--- config.mk ---
export PLATFORM = sky130hd
export DESIGN_NAME = mmc_host_regs
export DESIGN_NICKNAME = d
export VERILOG_FILES = /design/src/rtl/mmc_regs_pkg.sv /design/src/rtl/mmc_addr_decode.sv /design/src/rtl/mmc_status_irq.sv /design/src/rtl/mmc_fifo_gate.sv /design/src/rtl/mmc_host_regs.sv
export SDC_FILE = /design/constraint.sdc
export NUM_CORES = 1
export LEC_CHECK = 0
export BUFFER_PORTS_ARGS = -buffer_cell sky130_fd_sc_hd__buf_2
export CELL_PAD_IN_SITES_DETAIL_PLACEMENT = 1
export CELL_PAD_IN_SITES_GLOBAL_PLACEMENT = 1
export CORE_AREA = 3 3 226 228
export DETAILED_ROUTE_END_ITERATION = 7
export DIE_AREA = 0 0 229 231
export PLACE_DENSITY_LB_ADDON = 0.1
export SLEW_MARGIN = 20
export SYNTH_ARGS = -nofsm -noshare
export SYNTH_HDL_FRONTEND = slang
export SYNTH_SLANG_ARGS = --single-unit
export TNS_END_PERCENT = 30
--- constraint.sdc ---
create_clock -name clk -period 4.25 [get_ports clk]
set_clock_uncertainty 0.15 [all_clocks]
set_input_delay 0.2125 -clock clk [delete_from_list [all_inputs] [get_ports clk]]
set_output_delay 0.2125 -clock clk [all_outputs]
set_load 0.02 [all_outputs]
--- src/rtl/mmc_regs_pkg.sv ---
package mmc_regs_pkg;
  localparam int ADDR_W = 12;
  localparam int NUM_IRQ = 2;
  localparam int CMD_GO_BIT = 10;
  localparam int DCTL_GO_BIT = 0;

  typedef enum logic [4:0] {
    RG_NONE, RG_PWR, RG_CLK, RG_ARG, RG_CMD, RG_RCMD, RG_RESP, RG_TMR,
    RG_LEN, RG_DCTL, RG_DCNT, RG_STAT, RG_CLR, RG_MSK, RG_FCNT, RG_FIFO, RG_ID
  } reg_sel_e;

  function automatic logic [7:0] id_byte(input logic [2:0] idx);
    case (idx)
      3'd0: id_byte = 8'h81;
      3'd1: id_byte = 8'h11;
      3'd2: id_byte = 8'h04;
      3'd3: id_byte = 8'h00;
      3'd4: id_byte = 8'h0D;
      3'd5: id_byte = 8'hF0;
      3'd6: id_byte = 8'h05;
      default: id_byte = 8'hB1;
    endcase
  endfunction
endpackage

--- src/rtl/mmc_addr_decode.sv ---
module mmc_addr_decode
  import mmc_regs_pkg::*;
(
  input  logic [ADDR_W-1:0] addr,
  input  logic              is_write,
  output reg_sel_e          sel,
  output logic              legal
);
  always_comb begin
    sel = RG_NONE;
    if (addr[1:0] == 2'b00) begin
      if (addr >= 12'hFE0) sel = RG_ID;
      else if (addr >= 12'h080 && addr <= 12'h0BC) sel = RG_FIFO;
      else begin
        case (addr)
          12'h000: sel = RG_PWR;
          12'h004: sel = RG_CLK;
          12'h008: sel = RG_ARG;
          12'h00C: sel = RG_CMD;
          12'h010: sel = RG_RCMD;
          12'h014, 12'h018, 12'h01C, 12'h020: sel = RG_RESP;
          12'h024: sel = RG_TMR;
          12'h028: sel = RG_LEN;
          12'h02C: sel = RG_DCTL;
          12'h030: sel = RG_DCNT;
          12'h034: sel = RG_STAT;
          12'h038: sel = RG_CLR;
          12'h03C, 12'h040: sel = RG_MSK;
          12'h048: sel = RG_FCNT;
          default: sel = RG_NONE;
        endcase
      end
    end
  end

  always_comb begin
    case (sel)
      RG_NONE: legal = 1'b0;
      RG_CLR:  legal = is_write;
      RG_RCMD, RG_RESP, RG_DCNT, RG_STAT, RG_FCNT, RG_ID: legal = !is_write;
      default: legal = 1'b1;
    endcase
  end
endmodule

--- src/rtl/mmc_status_irq.sv ---
module mmc_status_irq #(
  parameter int STICKY_W = 11,
  parameter int LIVE_W   = 11,
  parameter int NUM_IRQ  = 2,
  localparam int STS_W   = STICKY_W + LIVE_W
) (
  input  logic                            clk,
  input  logic                            rst,
  input  logic [STICKY_W-1:0]             sts_set,
  input  logic [LIVE_W-1:0]               sts_live,
  input  logic                            clr_en,
  input  logic [STICKY_W-1:0]             clr_bits,
  input  logic [NUM_IRQ-1:0]              mask_we,
  input  logic [STS_W-1:0]                mask_wdata,
  output logic [STS_W-1:0]                status,
  output logic [NUM_IRQ-1:0][STS_W-1:0]   masks,
  output logic [NUM_IRQ-1:0]              irq
);
  logic [STICKY_W-1:0] sticky_q;
  logic [LIVE_W-1:0]   live_q;

  always_ff @(posedge clk) begin
    if (rst) begin
      sticky_q <= '0;
      live_q   <= '0;
    end else begin
      sticky_q <= (sticky_q & ~(clr_en ? clr_bits : '0)) | sts_set;
      live_q   <= sts_live;
    end
  end

  assign status = {live_q, sticky_q};

  for (genvar g = 0; g < NUM_IRQ; g++) begin : g_line
    logic [STS_W-1:0] mask_q;
    logic             irq_q;
    always_ff @(posedge clk) begin
      if (rst) begin
        mask_q <= '0;
        irq_q  <= 1'b0;
      end else begin
        if (mask_we[g]) mask_q <= mask_wdata;
        irq_q <= |(status & mask_q);
      end
    end
    assign masks[g] = mask_q;
    assign irq[g]   = irq_q;
  end
endmodule

--- src/rtl/mmc_fifo_gate.sv ---
module mmc_fifo_gate #(
  parameter int LEN_W = 16,
  localparam int CNT_W = LEN_W - 1
) (
  input  logic             clk,
  input  logic             rst,
  input  logic             load,
  input  logic [LEN_W-1:0] len,
  input  logic             access,
  output logic [CNT_W-1:0] cnt,
  output logic             open
);
  logic [LEN_W:0] len_up;
  assign len_up = {1'b0, len} + (LEN_W+1)'(3);
  assign open   = (cnt != '0);

  always_ff @(posedge clk) begin
    if (rst)                 cnt <= '0;
    else if (load)           cnt <= len_up[LEN_W:2];
    else if (access && open) cnt <= cnt - 1'b1;
  end
endmodule

--- src/rtl/mmc_host_regs.sv ---
module mmc_host_regs
  import mmc_regs_pkg::*;
#(
  parameter int LEN_W    = 16,
  parameter int STICKY_W = 11,
  parameter int LIVE_W   = 11,
  parameter int DW       = 32,
  localparam int STS_W   = STICKY_W + LIVE_W,
  localparam int CNT_W   = LEN_W - 1
) (
  input  logic                clk,
  input  logic                rst,
  input  logic                bus_valid,
  input  logic                bus_write,
  input  logic [ADDR_W-1:0]   bus_addr,
  input  logic [DW-1:0]       bus_wdata,
  output logic [DW-1:0]       bus_rdata,
  output logic                bus_err,
  output logic [7:0]          pwr_ctl,
  output logic [7:0]          clk_ctl,
  output logic [DW-1:0]       cmd_arg,
  output logic [DW-1:0]       cmd_word,
  output logic                cmd_start,
  output logic [DW-1:0]       data_timer,
  output logic [LEN_W-1:0]    data_len,
  output logic [7:0]          data_ctl,
  output logic                data_start,
  output logic                fifo_push,
  output logic                fifo_pop,
  output logic [DW-1:0]       fifo_wdata,
  input  logic [DW-1:0]       fifo_rdata,
  input  logic                resp_load,
  input  logic [5:0]          resp_cmd,
  input  logic [4*DW-1:0]     resp_data,
  input  logic [LEN_W-1:0]    data_count,
  input  logic [STICKY_W-1:0] sts_set,
  input  logic [LIVE_W-1:0]   sts_live,
  output logic [NUM_IRQ-1:0]  irq
);
  reg_sel_e sel;
  logic     legal, wr, rd, fifo_acc, gate_open, dctl_go;
  logic [STS_W-1:0]              status_w;
  logic [NUM_IRQ-1:0][STS_W-1:0] mask_w;
  logic [NUM_IRQ-1:0]            mask_we;
  logic [CNT_W-1:0]              host_cnt;
  logic [DW-1:0]                 resp_q [4];
  logic [5:0]                    rcmd_q;
  logic [DW-1:0]                 rd_mux;
  logic [1:0]                    resp_idx;

  mmc_addr_decode u_dec (.addr(bus_addr), .is_write(bus_write), .sel(sel), .legal(legal));

  assign wr       = bus_valid && bus_write && legal;
  assign rd       = bus_valid && !bus_write && legal;
  assign fifo_acc = bus_valid && legal && (sel == RG_FIFO);
  assign dctl_go  = wr && (sel == RG_DCTL) && bus_wdata[DCTL_GO_BIT];

  for (genvar g = 0; g < NUM_IRQ; g++) begin : g_mwe
    assign mask_we[g] = wr && (sel == RG_MSK) && (bus_addr[6] == 1'(g));
  end

  mmc_status_irq #(.STICKY_W(STICKY_W), .LIVE_W(LIVE_W), .NUM_IRQ(NUM_IRQ)) u_sts (
    .clk(clk), .rst(rst), .sts_set(sts_set), .sts_live(sts_live),
    .clr_en(wr && (sel == RG_CLR)), .clr_bits(bus_wdata[STICKY_W-1:0]),
    .mask_we(mask_we), .mask_wdata(bus_wdata[STS_W-1:0]),
    .status(status_w), .masks(mask_w), .irq(irq));

  mmc_fifo_gate #(.LEN_W(LEN_W)) u_gate (
    .clk(clk), .rst(rst), .load(dctl_go), .len(data_len),
    .access(fifo_acc), .cnt(host_cnt), .open(gate_open));

  assign fifo_push  = fifo_acc && bus_write && gate_open;
  assign fifo_pop   = fifo_acc && !bus_write && gate_open;
  assign fifo_wdata = bus_wdata;
  assign resp_idx   = 2'(bus_addr[5:2] - 4'd5);

  always_comb begin
    case (sel)
      RG_PWR:  rd_mux = DW'(pwr_ctl);
      RG_CLK:  rd_mux = DW'(clk_ctl);
      RG_ARG:  rd_mux = cmd_arg;
      RG_CMD:  rd_mux = cmd_word;
      RG_RCMD: rd_mux = DW'(rcmd_q);
      RG_RESP: rd_mux = resp_q[resp_idx];
      RG_TMR:  rd_mux = data_timer;
      RG_LEN:  rd_mux = DW'(data_len);
      RG_DCTL: rd_mux = DW'(data_ctl);
      RG_DCNT: rd_mux = DW'(data_count);
      RG_STAT: rd_mux = DW'(status_w);
      RG_MSK:  rd_mux = DW'(mask_w[bus_addr[6]]);
      RG_FCNT: rd_mux = DW'(host_cnt);
      RG_FIFO: rd_mux = gate_open ? fifo_rdata : '0;
      RG_ID:   rd_mux = DW'(id_byte(bus_addr[4:2]));
      default: rd_mux = '0;
    endcase
  end

  // Clock setting survives reset by design.
  always_ff @(posedge clk) begin
    if (wr && sel == RG_CLK) clk_ctl <= bus_wdata[7:0];
  end

  always_ff @(posedge clk) begin
    if (rst) begin
      pwr_ctl <= '0; cmd_arg <= '0; cmd_word <= '0; data_timer <= '0;
      data_len <= '0; data_ctl <= '0; rcmd_q <= '0;
      bus_rdata <= '0; bus_err <= 1'b0; cmd_start <= 1'b0; data_start <= 1'b0;
      for (int i = 0; i < 4; i++) resp_q[i] <= '0;
    end else begin
      bus_err    <= bus_valid && !legal;
      cmd_start  <= wr && (sel == RG_CMD) && bus_wdata[CMD_GO_BIT];
      data_start <= dctl_go;
      if (bus_valid && !bus_write) bus_rdata <= legal ? rd_mux : '0;
      if (wr) begin
        case (sel)
          RG_PWR:  pwr_ctl    <= bus_wdata[7:0];
          RG_ARG:  cmd_arg    <= bus_wdata;
          RG_CMD:  cmd_word   <= bus_wdata & ~(DW'(1) << CMD_GO_BIT);
          RG_TMR:  data_timer <= bus_wdata;
          RG_LEN:  data_len   <= bus_wdata[LEN_W-1:0];
          RG_DCTL: data_ctl   <= bus_wdata[7:0];
          default: ;
        endcase
      end
      if (resp_load) begin
        rcmd_q <= resp_cmd;
        for (int i = 0; i < 4; i++) resp_q[i] <= resp_data[DW*i +: DW];
      end
    end
  end
endmodule

==> impl_metrics.csv, run 1 <==
group,metric,value,unit
sta,fin_tns_setup,0,ps
synthesis,ys_seq_area_share,50.01,%
synthesis,synth-simple-area-share,20.75,%
clocking,htreeDepth,2,
synthesis,avgSynthCellArea,9.586,um2
synthesis,synth.distinct_cells,83,
synthesis,ys_ff_latch,387,
finish,final_cell_mix,"buf_2 (457), nand2_1 (391), dfxtp_1 (251)",
finish,final_nets,2781,
global_routing,antenna_found_initial,1,
die,die_w,229,um
clocking,clkTransAtPathRegs,70,ps
placed_design,dp_cells,2915,
global_routing,track_usage,33.18,%
placed_design,gp_congestion,0.9793,
die,ios,460,
flow_run,drv_cap,0,
finish,mostFrequentLayoutCell,"buf_2",
finish,areaGrowthSynthToFinish,36.06,%
synthesis,synth-main-ff-cell,"dfxtp_1",
worst_hold_path,worstHoldPathType,"primary input to flop",
finish,fill_cells,5643,
placed_design,portBuffers,458,
synthesis,synth_top_family_by_area,"simple AND/OR/NAND/NOR gates",
sta,clock.fmax,260.8,MHz
die,rows,81,
clocking,cts_made_buffers,45,
worst_setup_path,regToRegStartpoint,"u_gate.cnt[9]$_SDFFE_PP0P_",
synthesis,netlist_area,0.01821,mm2
finish,seq_area,0.009109,mm2
global_routing,overflow,0,
die,core_area,0.04905,mm2
routing,vias_per_cell,5.564,
sta,setup_viol,0,
pwr,p_per_area,352.4,mW/mm2
clocking,post_cts_resized,0,
worst_setup_path,arrival,4210,ps
global_routing,grt_pass1_vias,19080,
routing,vias,17920,
clocking,cts-root-buf,"clkbuf_16",
worst_setup_path,worstSetupPathType,"primary input to flop",
worst_setup_path,crit_chain,"buf_2, inv_1, ha_1, or3b_1, a21o_1, o211a_1, or2_2, nor3_2, buf_4, a22o_1, a21oi_1, a31oi_1, dlygate4sd3_1",
worst_hold_path,hp-start,"rst",
synthesis,ys_warn_count,0,
worst_setup_path,crit_path_start_kind,"primary input",
synthesis,async_flop_share,0,%
clocking,clkSinkCount,387,
die,die_area,0.05290,mm2
worst_setup_path,crit_path_start,"bus_addr[2]",
routing,drtAntennaViolNets,0,
sta,slew_headroom,30.51,%
routing,post_drt_wl_per_cell,27.82,um
sta,hold_violations,0,
worst_setup_path,required,4630,ps
routing,drt-initial-drc-count,1398,
clocking,cts_setup_buffers,0,
sta,tightest_slew,1042,ps
synthesis,synthAdderAreaFrac,0.3435,%
clocking,ctsLongestPathBuffers,3,
routing,route.detailed.drc,0,
worst_setup_path,critical_path.endpoint_type,"flop",
sta,period_minus_slack,3834,ps
global_routing,grt_max_degree,129,
routing,totalWireLength,89.61,mm
worst_setup_path,cp_slowest_cell,"nor3_2",
run_status,status,"complete, no violations",
synthesis,syn_inst,1900,
worst_setup_path,path_max_fanout,19,
clocking,cts_tree,"built",
synthesis,synth_mux_area_share,7.234,%
sta,slew_viol_final,0,
finish,drive_gt1_share,26.29,%
worst_setup_path,crit_family,"simple AND/OR/NAND/NOR gates",
synthesis,syn-num-nets,2158,
finish,multi_input_area,0.008254,mm2
synthesis,synth_xor_area_share,0.9618,%
synthesis,synth_compound_area_share,15.59,%
pwr,peakVddDrop,0.2593,mV
worst_setup_path,cp.buffers_inverters,4,
placed_design,dp_hpwl,62.38,mm
routing,firstDrtPassIters,7,
pwr,p_leak,9.875,nW
global_routing,grt_pass1_wl,129.8,mm
sta,min_period_over_period,90.20,%
clocking,clkLatencyLatePin,590,ps
die,die_y,231,um
clocking,cts_hold_buf,225,
worst_setup_path,slowest_delay,560,ps
synthesis,synth_edf_count,136,
sta,rsz0062_at_grt,"false",
finish,fin_cells,3221,
die,start_util,37.13,%
worst reg2reg max path: cells and delay by family, from the launching register on:
| kind | cells | cell delay (ps) |
|---|---|---|
| buffers and inverters | 2 | 860 |
| and+or+nand+nor | 4 | 1570 |
| AOI/OAI and AO/OA | 3 | 590 |
| DFF | 1 | 370 |
final timing paths:
kind                            depth (start not counted)  slack, ps                          to
worst min-delay path                                    5         30   bus_rdata[0]$_SDFFE_PP0P_
worst min register to register                          1        300  bus_rdata[26]$_SDFFE_PP0P_
worst max-delay path                                   13        420  bus_rdata[10]$_SDFFE_PP0P_
worst max register to register                          9        600  bus_rdata[10]$_SDFFE_PP0P_
layout make-up:
class / count / area share, %
well taps: 664 / 3.353
diodes: 1 / 0.01010
multi-input cells: 1323 / 33.31
repair buffers: 753 / 20.59
flip-flops and latches: 387 / 36.76
clock inverters: 17 / 0.8483
inverters: 13 / 0.1969
clock buffers: 63 / 4.938
Yosys cell counts, drive strengths merged, types with 20 or more instances:
master  instances  area [um2]
nand2         391        1468
dfxtp         251        5025
a21oi         200        1001
and2          138       863.3
edfxtp        136        4084
clkbuf         89       334.1
buf            88       544.3
nor2           68       255.2
a22oi          47       352.8
mux2i          45       450.4
nand3          37       197.7
nor3           37       226.5
mux4           32       720.7
a222oi         21       210.2
a22o           21       183.9
a31oi          20       131.4
kinds of logic after synthesis:
kind of cell,after synthesis
other,1
and+or+nand+nor,781
adders and majority gates,5
xor gates and xnor gates,20
buffers and inverters,190
AOI/OAI and AO/OA,426
DFF,387
muxes,90
routing by layer:
| metal | vias up | routed length [um] | GRT usage (%) |
|---|---|---|---|
| li1 | 8043 | - | - |
| met1 | 8983 | 35910 | 40.82 |
| met2 | 702 | 42400 | 54.82 |
| met3 | 194 | 7158 | 9.020 |
| met4 | 0 | 4140 | 14.39 |
| met5 | - | 0 | 0 |
where the power goes:
part / internal [mW] / total, mW / leakage (nW) / switching, mW
clock: 2.26 / 3.90 / 0.698 / 1.64
combinational: 0.373 / 0.808 / 5.70 / 0.435
sequential: 3.96 / 4.02 / 3.48 / 0.0622
per-stage QoR:
step           setup WS [ps]  cell area [um2]  util, %  power [mW]  hold WS, ps
5_1_grt                269.9            24780    50.51       8.990        38.45
4_1_cts                450.7            24780    50.51       8.746        7.874
2_1_floorplan          114.4            18220        -       4.385        161.4
3_5_place_dp           123.0            21090    43.00       4.716        279.9
3_3_place_gp           119.9            21090    43.00       4.703        270.3
6_report               416.3            24780    50.52       8.732        34.20
sequential cells by signal, indices dropped and copies added (netlist names), 15 cells and up:
register             cells
data_len                16
u_sts.g_line.mask_q     44
cmd_arg                 32
cmd_word                31
u_gate.cnt              15
resp_q                 128
bus_rdata               32
data_timer              32
No activity file was read; power rests on OpenSTA's default activity.
==> run 2: changes to the inputs <==
--- a/config.mk
+++ b/config.mk
@@ -5,13 +5,15 @@
 export SDC_FILE = /design/constraint.sdc
 export NUM_CORES = 1
 export LEC_CHECK = 0
+export ABC_AREA = 1
 export BUFFER_PORTS_ARGS = -buffer_cell sky130_fd_sc_hd__buf_2
 export CELL_PAD_IN_SITES_DETAIL_PLACEMENT = 1
 export CELL_PAD_IN_SITES_GLOBAL_PLACEMENT = 1
-export CORE_AREA = 3 3 226 228
+export CORE_AREA = 3 3 234 236
 export DETAILED_ROUTE_END_ITERATION = 7
-export DIE_AREA = 0 0 229 231
+export DIE_AREA = 0 0 237 239
 export PLACE_DENSITY_LB_ADDON = 0.1
+export REMOVE_ABC_BUFFERS = 1
 export SLEW_MARGIN = 20
 export SYNTH_ARGS = -nofsm -noshare
 export SYNTH_HDL_FRONTEND = slang
==> impl_metrics.csv, run 2 <==
group,metric,value,unit
run_status,status,"complete, no violations",
synthesis,avgSynthCellArea,7.772,um2
worst_setup_path,crit_chain,"inv_1, ha_1, nand3_1, nor2_2, nand4_1, nor2_1, nand4_1, inv_1, nor2_4, buf_4, buf_4, a221oi_1, dlygate4sd3_1, nand3_1, nand2_1, a21oi_1",
finish,top_register,"resp_q",
die,ios,460,
routing,post_drt_wl_per_cell,24.23,um
routing,drt-initial-drc-count,1465,
clocking,clkSinkCount,387,
synthesis,ys_seq_area_share,49.31,%
sta,hold_violations,0,
clocking,clkLatencyLatePin,590,ps
placed_design,dp_hpwl,63.25,mm
global_routing,grt_pass1_vias,20870,
global_routing,grt_pass1_wl,132.8,mm
routing,vias_per_cell,5.296,
global_routing,grt_max_degree,92,
global_routing,track_usage,30.96,%
clocking,htreeDepth,2,
pwr,combPwrFrac,9.6,%
finish,final_util,47.81,%
placed_design,portBuffers,458,
global_routing,overflow,0,
synthesis,netlist_area,0.01847,mm2
synthesis,ys_top_cells_by_count,"nand2_1 (448), inv_1 (303), nor2_1 (288)",
finish,largest_reg_flops,128,
routing,vias,19820,
synthesis,synth-main-ff-cell,"dfxtp_1",
die,rows,84,
die,die_area,0.05664,mm2
synthesis,synth_most_common_cell,"nand2_1",
clocking,ctsLongestPathBuffers,3,
pwr,p_leak,11.57,nW
flow_run,drv_cap,0,
synthesis,synth_xor_area_share,0.7111,%
pwr,switchingPower,2.210,mW
placed_design,place_ws,335.9,ps
synthesis,yosysTopAreaCell,"dfxtp_1",
die,die_w,237,um
placed_design,gp_congestion,0.9073,
sta,slew_headroom,27.99,%
routing,drtAntennaViolNets,0,
finish,areaGrowthSynthToFinish,36.26,%
worst_setup_path,cp_slowest_cell,"nor2_4",
pwr,finalPower,8.721,mW
sta,whs,20.08,ps
sta,min_period_over_period,92.52,%
clocking,cts_tree,"built",
worst_setup_path,arrival,4280,ps
routing,firstDrtPassIters,5,
worst_setup_path,slowest_delay,570,ps
finish,final_nets,3269,
sta,setup_viol,0,
pwr,seqPwrFrac,45.9,%
clocking,cts_made_buffers,45,
synthesis,synth_edf_count,136,
routing,route.detailed.drc,0,
synthesis,ys_warn_count,0,
worst_setup_path,rrSetupSlack,320,ps
pwr,p_per_area,346.5,mW/mm2
synthesis,ys_ff_latch,387,
die,start_util,35.08,%
sta,tightest_slew,1069,ps
synthesis,synth-simple-area-share,19.57,%
sta,slew_viol_final,0,
finish,fin_cells,3742,
worst_setup_path,path_max_fanout,16,
synthesis,synth_compound_area_share,19.00,%
sta,clock.fmax,254.3,MHz
synthesis,synth_top_family_by_area,"simple AND/OR/NAND/NOR gates",
finish,reg_top3,"resp_q x128, u_sts.g_line.mask_q x44",
synthesis,synthTopCellsByArea,"dfxtp_1 (27%), edfxtp_1 (22%), nand2_1 (9.1%)",
pwr,pwr-share-clk,44.5,%
die,core_area,0.05266,mm2
sta,fin_ws,317.7,ps
pwr,peakVddDrop,0.3108,mV
clocking,cts-root-buf,"clkbuf_16",
routing,totalWireLength,90.69,mm
synthesis,synthAdderAreaFrac,0.3386,%
synthesis,async_flop_share,0,%
pwr,p_int,6.511,mW
synthesis,synth.distinct_cells,53,
die,die_y,239,um
worst_setup_path,critical_path.endpoint_type,"flop",
synthesis,synth_mux_area_share,0.1084,%
sta,rsz0062_at_grt,"false",
worst_setup_path,required,4600,ps
finish,final_cell_mix,"buf_2 (457), nand2_1 (446), inv_1 (301)",
synthesis,synth_top_area_share,27.20,%
global_routing,antenna_found_initial,5,
clocking,clkTransAtPathRegs,60,ps
worst_hold_path,worstHoldPathType,"primary input to flop",
finish,drive_gt1_share,20.34,%
worst_setup_path,worstSetupPathType,"flop to flop",
finish,mostFrequentLayoutCell,"buf_2",
pwr,swShare,25.34,%
placed_design,dp_cells,3414,
synthesis,syn_inst,2377,
sta,period_minus_slack,3932,ps
worst_setup_path,crit_path_start_kind,"flop",
-- run 2: cell count changes after synthesis, sizes merged, moves of 40 or more --
cell   change
nor2     +235
inv      +300
a21oi     +61
nand2     +59
a22oi     -40
o21ai    +229
mux2i     -43
and2     -137
-- run 2: cell type report --
cell class                      count  area, um2
Clock inverter                     22      185.2
Timing Repair Buffer              746       5165
Clock buffer                       62       1261
Fill cell                        6475      27480
Sequential cell                   387       9109
Tap cell                          688      860.8
Multi-Input combinational cell   1517       7396
Antenna cell                        6      15.01
Inverter                          314       1181
-- run 2: timing repair --
| item | CTS | global route |
|---|---|---|
| resized for setup | 0 | 1 |
| setup endpoints to repair | 0 | 1 |
| hold buffers | 238 | 0 |
| buffers inserted | 0 | 0 |
| endpoints found under the hold margin | 339 | 0 |
-- run 2: layer usage --
layer  track usage (%)  part of all wire (%)  vias up
li1                  -                     -     9130
met5                 0                 0.021        -
met3             4.499                   5.8      154
met2             53.25                    49      688
met1             39.93                    42     9845
met4             10.50                   3.3        2
-- run 2: through the flow --
| stage | setup TNS [ps] | cell area, um2 |
|---|---|---|
| 4_1_cts | 0 | 25160 |
| 3_3_place_gp | 0 | 21330 |
| 5_1_grt | 0 | 25170 |
| 3_5_place_dp | 0 | 21330 |
| 6_report | 0 | 25170 |
| 2_1_floorplan | -135820 | 17630 |
-- run 2: path summary, 6_finish.rpt --
check / depth (start not counted) / from / end
setup / recovery: 16 / u_gate.cnt[0]$_SDFFE_PP0P_ / bus_rdata[11]$_SDFFE_PP0P_
hold / removal: 7 / data_count[2] / bus_rdata[2]$_SDFFE_PP0P_
setup reg to reg: 16 / u_gate.cnt[0]$_SDFFE_PP0P_ / bus_rdata[11]$_SDFFE_PP0P_
hold reg to reg: 2 / bus_rdata[7]$_SDFFE_PP0P_ / bus_rdata[7]$_SDFFE_PP0P_
-- run 2: cell families after synthesis --
kind of cell	after synthesis
AO/OA/AOI/OAI	622
XOR/XNOR	15
adder cells (fa/ha/maj)	5
buffers and inverters	473
flip-flops	387
multiplexers	2
other	1
AND/OR/NAND/NOR	872
-- run 2: power groups by stage --
| stage | clock, mW | sequential, mW | combinational (mW) |
|---|---|---|---|
| 6_report | 3.88 | 4.00 | 0.840 |
| 5_1_grt | 4.10 | 4.01 | 0.907 |
| 4_1_cts | 3.94 | 4.00 | 0.822 |
| 3_5_place_dp | 0 | 4.08 | 0.659 |
| 3_3_place_gp | 0 | 4.07 | 0.648 |
| 2_1_floorplan | 0 | 4.06 | 0.257 |
-- run 2: worst max-delay path, delay by kind of cell, from the launching register on --
family | cells | cell delay, ps
AOI/OAI and AO/OA | 2 | 200
adders and majority gates | 1 | 230
buffers and inverters | 5 | 1360
DFF | 1 | 420
and+or+nand+nor | 8 | 1490
